<file path="src/rtl/sad_pkg.sv">
package sad_pkg;
  localparam int unsigned LANE_W = 8;
  localparam int unsigned LANES  = 4;
  localparam int unsigned ACC_W  = 32;

  // how a lane forms its magnitude
  typedef enum logic [0:0] {
    ABS_DUAL_SUB = 1'b0,  // both differences, pick by compare
    ABS_NEGATE   = 1'b1   // one wide difference, negate on borrow
  } abs_style_e;

  // largest lane sum for a given lane width and lane count
  function automatic int unsigned max_lane_sum(int unsigned w, int unsigned n);
    return n * ((1 << w) - 1);
  endfunction
endpackage

</file>
<file path="src/rtl/sad_lane.sv">
module sad_lane
  import sad_pkg::*;
#(
  parameter int unsigned W     = LANE_W,
  parameter abs_style_e  STYLE = ABS_NEGATE
) (
  input  logic [W-1:0] x,
  input  logic [W-1:0] y,
  output logic [W-1:0] mag
);
  generate
    if (STYLE == ABS_DUAL_SUB) begin : g_dual
      logic [W-1:0] x_minus_y;
      logic [W-1:0] y_minus_x;
      logic         x_ge_y;
      always_comb begin
        x_minus_y = x - y;
        y_minus_x = y - x;
        x_ge_y    = (x >= y);
        mag       = x_ge_y ? x_minus_y : y_minus_x;
      end
    end else begin : g_neg
      logic [W:0]   wide;
      logic         borrow;
      always_comb begin
        wide   = {1'b0, x} - {1'b0, y};
        borrow = wide[W];
        mag    = borrow ? W'(~wide[W-1:0] + 1'b1) : wide[W-1:0];
      end
    end
  endgenerate

  // equal bytes must cancel
  always_comb begin
    if (x == y) begin
      AST_LANE_ZERO: assert (mag == '0);
    end
  end
endmodule

</file>
<file path="src/rtl/sad_reduce.sv">
module sad_reduce
  import sad_pkg::*;
#(
  parameter int unsigned W = LANE_W,
  parameter int unsigned N = LANES
) (
  input  logic [N-1:0][W-1:0]        leaf,
  output logic [W+$clog2(N)-1:0]     total
);
  localparam int unsigned SUM_W = W + $clog2(N);
  localparam int unsigned NODES = 2 * N;

  // heap-ordered tree: leaves at N..2N-1, root at 1
  logic [SUM_W-1:0] node [1:NODES-1];

  generate
    for (genvar i = 0; i < N; i++) begin : g_leaf
      assign node[N+i] = SUM_W'(leaf[i]);
    end
    for (genvar k = 1; k < N; k++) begin : g_add
      assign node[k] = node[2*k] + node[2*k+1];
    end
  endgenerate

  assign total = node[1];

  always_comb begin
    AST_ROOT_RANGE: assert (32'(total) <= max_lane_sum(W, N));
  end
endmodule

</file>
<file path="src/rtl/byte_sad_unit.sv">
module byte_sad_unit
  import sad_pkg::*;
#(
  parameter int unsigned LW    = LANE_W,
  parameter int unsigned NL    = LANES,
  parameter int unsigned AW    = ACC_W,
  parameter abs_style_e  STYLE = ABS_NEGATE
) (
  input  logic              clk,
  input  logic              rst_n,
  input  logic              in_valid,
  input  logic              acc_en,
  input  logic [NL*LW-1:0]  op_a,
  input  logic [NL*LW-1:0]  op_b,
  input  logic [AW-1:0]     acc_in,
  output logic              out_valid,
  output logic [AW-1:0]     out_sum
);
  localparam int unsigned SUM_W   = LW + $clog2(NL);
  localparam int unsigned MAX_RAW = max_lane_sum(LW, NL);

  logic [NL-1:0][LW-1:0] lane_mag;
  logic [SUM_W-1:0]      raw_sum;
  logic [AW-1:0]         raw_ext;
  logic [AW-1:0]         next_sum;

  generate
    for (genvar i = 0; i < NL; i++) begin : g_lane
      sad_lane #(.W(LW), .STYLE(STYLE)) u_lane (
        .x   (op_a[i*LW +: LW]),
        .y   (op_b[i*LW +: LW]),
        .mag (lane_mag[i])
      );
    end
  endgenerate

  sad_reduce #(.W(LW), .N(NL)) u_tree (
    .leaf  (lane_mag),
    .total (raw_sum)
  );

  always_comb begin
    raw_ext  = AW'(raw_sum);
    next_sum = acc_en ? (acc_in + raw_ext) : raw_ext;
  end

  always_ff @(posedge clk or negedge rst_n) begin
    if (!rst_n) begin
      out_valid <= 1'b0;
      out_sum   <= '0;
    end else begin
      out_valid <= in_valid;
      if (in_valid) out_sum <= next_sum;
    end
  end

  AST_VALID_FOLLOWS: assert property (@(posedge clk) disable iff (!rst_n)
    in_valid |=> out_valid);
  AST_NO_SPURIOUS: assert property (@(posedge clk) disable iff (!rst_n)
    !in_valid |=> !out_valid);
  AST_IDLE_HOLD: assert property (@(posedge clk) disable iff (!rst_n)
    !in_valid |=> $stable(out_sum));
  AST_PLAIN_BOUND: assert property (@(posedge clk) disable iff (!rst_n)
    (in_valid && !acc_en) |=> (out_sum <= AW'(MAX_RAW)));
endmodule

</file>
<file path="config.mk">
export PLATFORM = sky130hd
export DESIGN_NAME = byte_sad_unit
export DESIGN_NICKNAME = d
export VERILOG_FILES = /design/src/rtl/sad_pkg.sv /design/src/rtl/sad_lane.sv /design/src/rtl/sad_reduce.sv /design/src/rtl/byte_sad_unit.sv
export SDC_FILE = /design/constraint.sdc
export NUM_CORES = 1
export LEC_CHECK = 0
export CAP_MARGIN = 20
export CORE_ASPECT_RATIO = 0.7
export CORE_MARGIN = 2
export CORE_UTILIZATION = 51
export DETAILED_ROUTE_END_ITERATION = 16
export DONT_BUFFER_PORTS = 1
export PLACE_DENSITY = 0.77
export SLEW_MARGIN = 40
export SYNTH_ARGS = -nofsm -noshare
export SYNTH_HDL_FRONTEND = slang
export SYNTH_SLANG_ARGS = --single-unit
</file>
<file path="constraint.sdc">
create_clock -name clk -period 2 [get_ports clk]
set_input_delay 0.1 -clock clk [delete_from_list [all_inputs] [get_ports clk]]
set_output_delay 0.1 -clock clk [all_outputs]
set_load 0.02 [all_outputs]
</file>
==> Word level (Yosys, flattened, before mapping) <==
Index checks and enable logic that the tools add are counted.
{ "totals": {"register_bits": 33, "latchBits": 0, "mem_bits_rw": 0, "mem_bits_ro": 0, "input_bits": 100, "out_inout_bits": 33, "wordCells": 23, "mem_count": 0} }
{ "op_classes": {"n_addsub": 12, "multipliers": 0, "div_mod_pow": 0, "order_cmp": 0, "eq_ne": 0, "shifts": 0, "n_mux": 5, "bitwise": 4, "n_reduce_logical": 0} }
{ "op_table": {"columns": ["operator", "count"], "rows": [
  ["$sub 8x8->9", 4],
  ["$add 32x10->32", 1],
  ["$add 8x1->8 const B", 4],
  ["$mux 32", 1],
  ["$mux 8", 4],
  ["$not 8->8", 4],
  ["$add 8x8->9", 2],
  ["$add 9x9->10", 1]
]} }

==> Longest topological paths before layout <==
{ "depth": {"word_depth": 8, "depth_mapped": 28, "ltp_nobuf": 28} }

==> Modules after synthesis <==
A second synthesis with hierarchy kept.
{ "unflattened": {"hier_cells": 640, "area_unflattened_um2": 5123.7} }
{ "modules_own_cells": {"columns": ["module", "n_inst", "cells_each", "area_per_inst_um2", "seq_area_each_um2"], "rows": [
  ["byte_sad_unit", 1, 280, 2464.9, 825.8],
  ["sad_lane", 4, 67, 474.2, 0.0],
  ["sad_reduce", 1, 92, 762.0, 0.0]
]} }

==> Worst setup path after synthesis <==
OpenSTA, ideal clock, no wires.
{ "synth_path": {"path_kind": "in2reg", "startpoint": "in op_a[16]", "endpoint": "reg out_sum[29]", "setup_time_ns": 0.069, "arrival_time_ns": 5.694, "required_time_ns": 1.931, "slack_ns": -3.763, "stages": 27, "path_buffers": 0, "path_cell_list": "inv_1 -> ha_1 -> inv_1 -> fa_1 -> a211oi_1 -> o21ai_0 -> a21o_1 -> a21o_1 -> mux2_2 -> fa_1 -> inv_1 -> fa_1 -> inv_1 -> ha_1 -> inv_1 -> fa_1 -> nor2b_1 -> o21a_1 -> o21a_1 -> nor2_1 -> ha_1 -> nand2_1 -> or4b_4 -> a31oi_4 -> o21ai_2 -> or4_1 -> nand3_1"} }
{ "synth_via": {"elab_chain_cells": 8} }
{ "synth_rtl": {"columns": ["item", "line_no", "rtl"], "rows": [
  ["start, declared", "byte_sad_unit.sv:13", "input logic [NL*LW-1:0] op_a,"],
  ["$sub 8x8->9 (*)", "sad_lane.sv:26", "wide = {1'b0, x} - {1'b0, y};"],
  ["$not 8->8", "sad_lane.sv:28", "mag = borrow ? W'(~wide[W-1:0] + 1'b1) : wide[W-1:0];"],
  ["$add 8x1->8", "sad_lane.sv:28", null],
  ["$mux 8 (*)", "sad_lane.sv:28", null],
  ["$add 8x8->9 (*)", "sad_reduce.sv:21", "assign node[k] = node[2*k] + node[2*k+1];"],
  ["$add 9x9->10 (*)", "sad_reduce.sv:21", null],
  ["$add 32x10->32 (*)", "byte_sad_unit.sv:44", "next_sum = acc_en ? (acc_in + raw_ext) : raw_ext;"],
  ["$mux 32 (*)", "byte_sad_unit.sv:44", null],
  ["end signal, assigned", "byte_sad_unit.sv:53", "if (in_valid) out_sum <= next_sum;"],
  ["end, declared", "byte_sad_unit.sv:17", "output logic [AW-1:0] out_sum"]
]} }
Mark *: on every way between the ends. The rest lies on a longest branch, timed or not.
A chain may end at the register's enable or synchronous reset.

==> Worst setup path after layout <==
{ "layout_path": {"startpoint": "in op_a[16]", "endpoint": "reg out_sum[23]"} }
Same word-level chain as after synthesis.

==> reports/summary.txt <==
SYNTHESIS
---------------------------------------------------------------------------------
Dominant combinational cell family by area after synthesis            adder cells
Post-synthesis instance area                                             4810 µm²
Fraction of the mapped netlist area in adder cells                          23.0%
Top area cells in the synthesized netlist                            dfrtp_1 (17%), ha_1 (14%), fa_1 (8.7%)
Fraction of registers with async set or reset after synthesis                100%
Net count after synthesis                                                     766
Average size of a mapped cell                                            8.16 µm²
Compound-Gate Fraction of Synth Area                                        21.1%
Synth top area share                                                        17.2%
Part of the Yosys area used for sequential elements                         17.2%
Post-synthesis cell type count                                                 56
Xor-xnor portion of the synthesized cell area                               13.1%
Fraction of the mapped netlist area in simple logic gates                   16.7%
Main flop type after synthesis                                            dfrtp_1
Number of instances in the synthesized netlist                                590
#FFs+latches synth                                                             33
Multiplexer fraction of the synthesized cell area                           1.48%
Number of warning messages in the yosys log                                     0
Dominant cell type by area after synthesis                                dfrtp_1
Number of enable-type register cells in the synthesized netlist                 0

STA
---------------------------------------------------------------------------------
Final number of setup-violating endpoints                                      31
Final worst path period need                                              6.01 ns
Unrepaired setup endpoints after global routing                               yes
Final count of pins violating max slew                                          0
Slew headroom                                                               49.7%
Period utilization                                                           300%
Final hold violation count                                                      0
Smallest hold slack                                                    0.00160 ns
Setup clock skew after layout                                                0 ns
Worst path setup slack after routing                                     -4.01 ns
Tightest Pin Transition                                                  0.748 ns
Maximum operating frequency                                               166 MHz
Setup TNS                                                              -112.76 ns

WORST HOLD PATH
---------------------------------------------------------------------------------
Hold path cells                                                                 2
Worst min-delay path category                                              in2reg

DIE
---------------------------------------------------------------------------------
Count of boundary I/O pins                                                    133
Horiz. Die Dim                                                             120 µm
Chip height                                                               85.3 µm
Initial core utilization                                                    52.9%
CORE AREA                                                                9110 µm²
Std-Cell Rows                                                                  29
Die footprint                                                          10,200 µm²

DRT
---------------------------------------------------------------------------------
Wire length reported by the detailed router                             20,900 µm
Via count                                                                   5,894
# DRC                                                                           0
Routed length per instance                                                24.0 µm
Average via count per standard cell                                          6.77
Initial DRC Count                                                             796
First-pass DRT Iterations                                                       5
Number of nets with antenna violations after detailed routing                   0

OUTCOME
---------------------------------------------------------------------------------
Result of the run                                                    finished with violations
Violations in the final reports                                      setup timing

WORST SETUP PATH
---------------------------------------------------------------------------------
Critical Path Max Stage Delay                                             0.53 ns
Largest driver fanout on the critical path                                      4
Required time at the endpoint of the critical path                        2.17 ns
Critical path arrival                                                     6.18 ns
CP max-delay cell                                                            fa_1
Crit path depth                                                                29
Category of the worst setup path capture point                          flip-flop
Kind of critical path                                                      in2reg
Critical path's most frequent cell                                          inv_2
Startpoint Class                                                        input pin
Number of buffer and inverter instances along the worst setup path              7
Logic depth of the worst register-to-register path                              3
Largest delay share family, worst path                                adder cells

CELLS AND AREA
---------------------------------------------------------------------------------
Post-layout net count                                                         922
Layout overhead on the synthesized area                                     47.0%
Number of diodes added for antenna fixing                                       0
Layout cells sized above 1                                                  34.8%

CLOCK TREE
---------------------------------------------------------------------------------
Clock latency of the later-clocked register in the worst-skew pair        0.28 ns
Clock slew at reported path FFs                                           0.06 ns
Inserted Clock Buffers                                                          5
Clk buf depth                                                                   2
Clock net sink count                                                           33
Root buf cell                                                           clkbuf_16
CTS tree                                                                    built
H-Tree Depth                                                                    2

PLACE
---------------------------------------------------------------------------------
HPWL after detailed placement                                           11,000 µm
Post-placement worst setup slack                                         -3.85 ns
Buffers on Ports                                                                0
Routability-driven placement congestion ratio                               0.918

GLOBAL ROUTE
---------------------------------------------------------------------------------
Initial antenna violation count                                                 0
Number of global-route vias before repair                                   5,548
Pin count of the biggest net entering global routing                           34
Residual overflow from global routing                                           0
First-pass GRT wire length                                              27,400 µm
Global routing usage summed across all routing layers                       33.8%

FLOW RUN
---------------------------------------------------------------------------------
Max-capacitance violation count                                                 0

-- cells by family (layout without fill, tap and decap cells) --
family | after synthesis | count (layout)
AO/OA/AOI/OAI | 145 | 145
flip-flops | 33 | 33
multiplexers | 7 | 7
XOR/XNOR | 72 | 72
adder cells (fa/ha/maj) | 76 | 76
buffers and inverters | 95 | 252
AND/OR/NAND/NOR | 162 | 162
-- cell usage after synthesis, drive strengths merged, types with 9 or more instances --
master / n
xnor2: 48
o21ai: 21
o21a: 9
nor2: 50
xor2: 24
a22o: 16
a21oi: 35
fa: 21
nand2: 23
nand3: 25
dfrtp: 33
ha: 55
inv: 85
a31oi: 10
o211ai: 11
nor3: 14
-- metal layers --
layer | GRT usage (%) | share of wire (%)
met1 | 42.0 | 36
met2 | 55.4 | 43
met3 | 9.81 | 13
met4 | 14.0 | 8.6
met5 | 0 | 0
-- state kept, by name (all words and copies together) (netlist names) --
signal / flops
out_sum: 32
out_valid: 1
-- worst reg2reg max path, stage by stage, from the launching register on --
cell and delay (ns):
dfrtp_1 0.47, nor2b_1 0.18, a31oi_1 0.18, o21ai_1 0.11
-- stage by stage --
| step | instances | utilization, % | area, µm² |
|---|---|---|---|
| 2_1_floorplan | 590 | - | 4900 |
| 3_3_place_gp | 819 | 64.7 | 5890 |
| 3_5_place_dp | 819 | 64.7 | 5890 |
| 4_1_cts | 859 | 72.9 | 6640 |
| 5_1_grt | 871 | 77.7 | 7080 |
| 6_report | 871 | 77.7 | 7080 |
-- path summary, 6_finish.rpt --
path                                         start                       to  slack (ns)
min                                     acc_in[29]  out_sum[29]$_DFFE_PN0P_       0.002
max reg2reg                 out_sum[8]$_DFFE_PN0P_   out_sum[8]$_DFFE_PN0P_        0.93
max                                       op_a[16]  out_sum[23]$_DFFE_PN0P_       -4.01
max in group asynchronous                    rst_n   out_sum[5]$_DFFE_PN0P_        1.54
min reg2reg                out_sum[12]$_DFFE_PN0P_  out_sum[12]$_DFFE_PN0P_        0.66
min in group asynchronous                    rst_n  out_sum[15]$_DFFE_PN0P_        0.28
-- placed cells by master, fill, tap and decap left out, types with 9 or more instances in the layout --
cell	count
buf_4	133
inv_1	73
nor2_1	46
xnor2_1	43
ha_1	42
dfrtp_1	33
a21oi_1	24
xor2_1	23
nand3_1	21
nand2_1	20
fa_1	17
a22o_1	16
buf_6	16
inv_2	11
o211ai_1	11
ha_4	11
o21ai_0	10
o21a_1	9
-- what timing repair did --
item / in CTS / in global routing
pin swaps: 34 / 59
gates resized for setup: 67 / 70
setup buffers: 27 / 23
setup endpoints to repair: 31 / 31
endpoints found under the hold margin: 45 / 0
hold buffers: 7 / 0
-- final cells by class --
cell class	count	area, µm²
multi-input cells	462	4280
fillers	505	2030
repair buffers	158	1300
flip-flops and latches	33	826
inverters	86	349
well taps	124	155
clock buffers	7	143
clock inverters	1	30.0
Power is not shown: default switching activity piles up to over one toggle a cycle in this logic, so the estimate is an artifact.
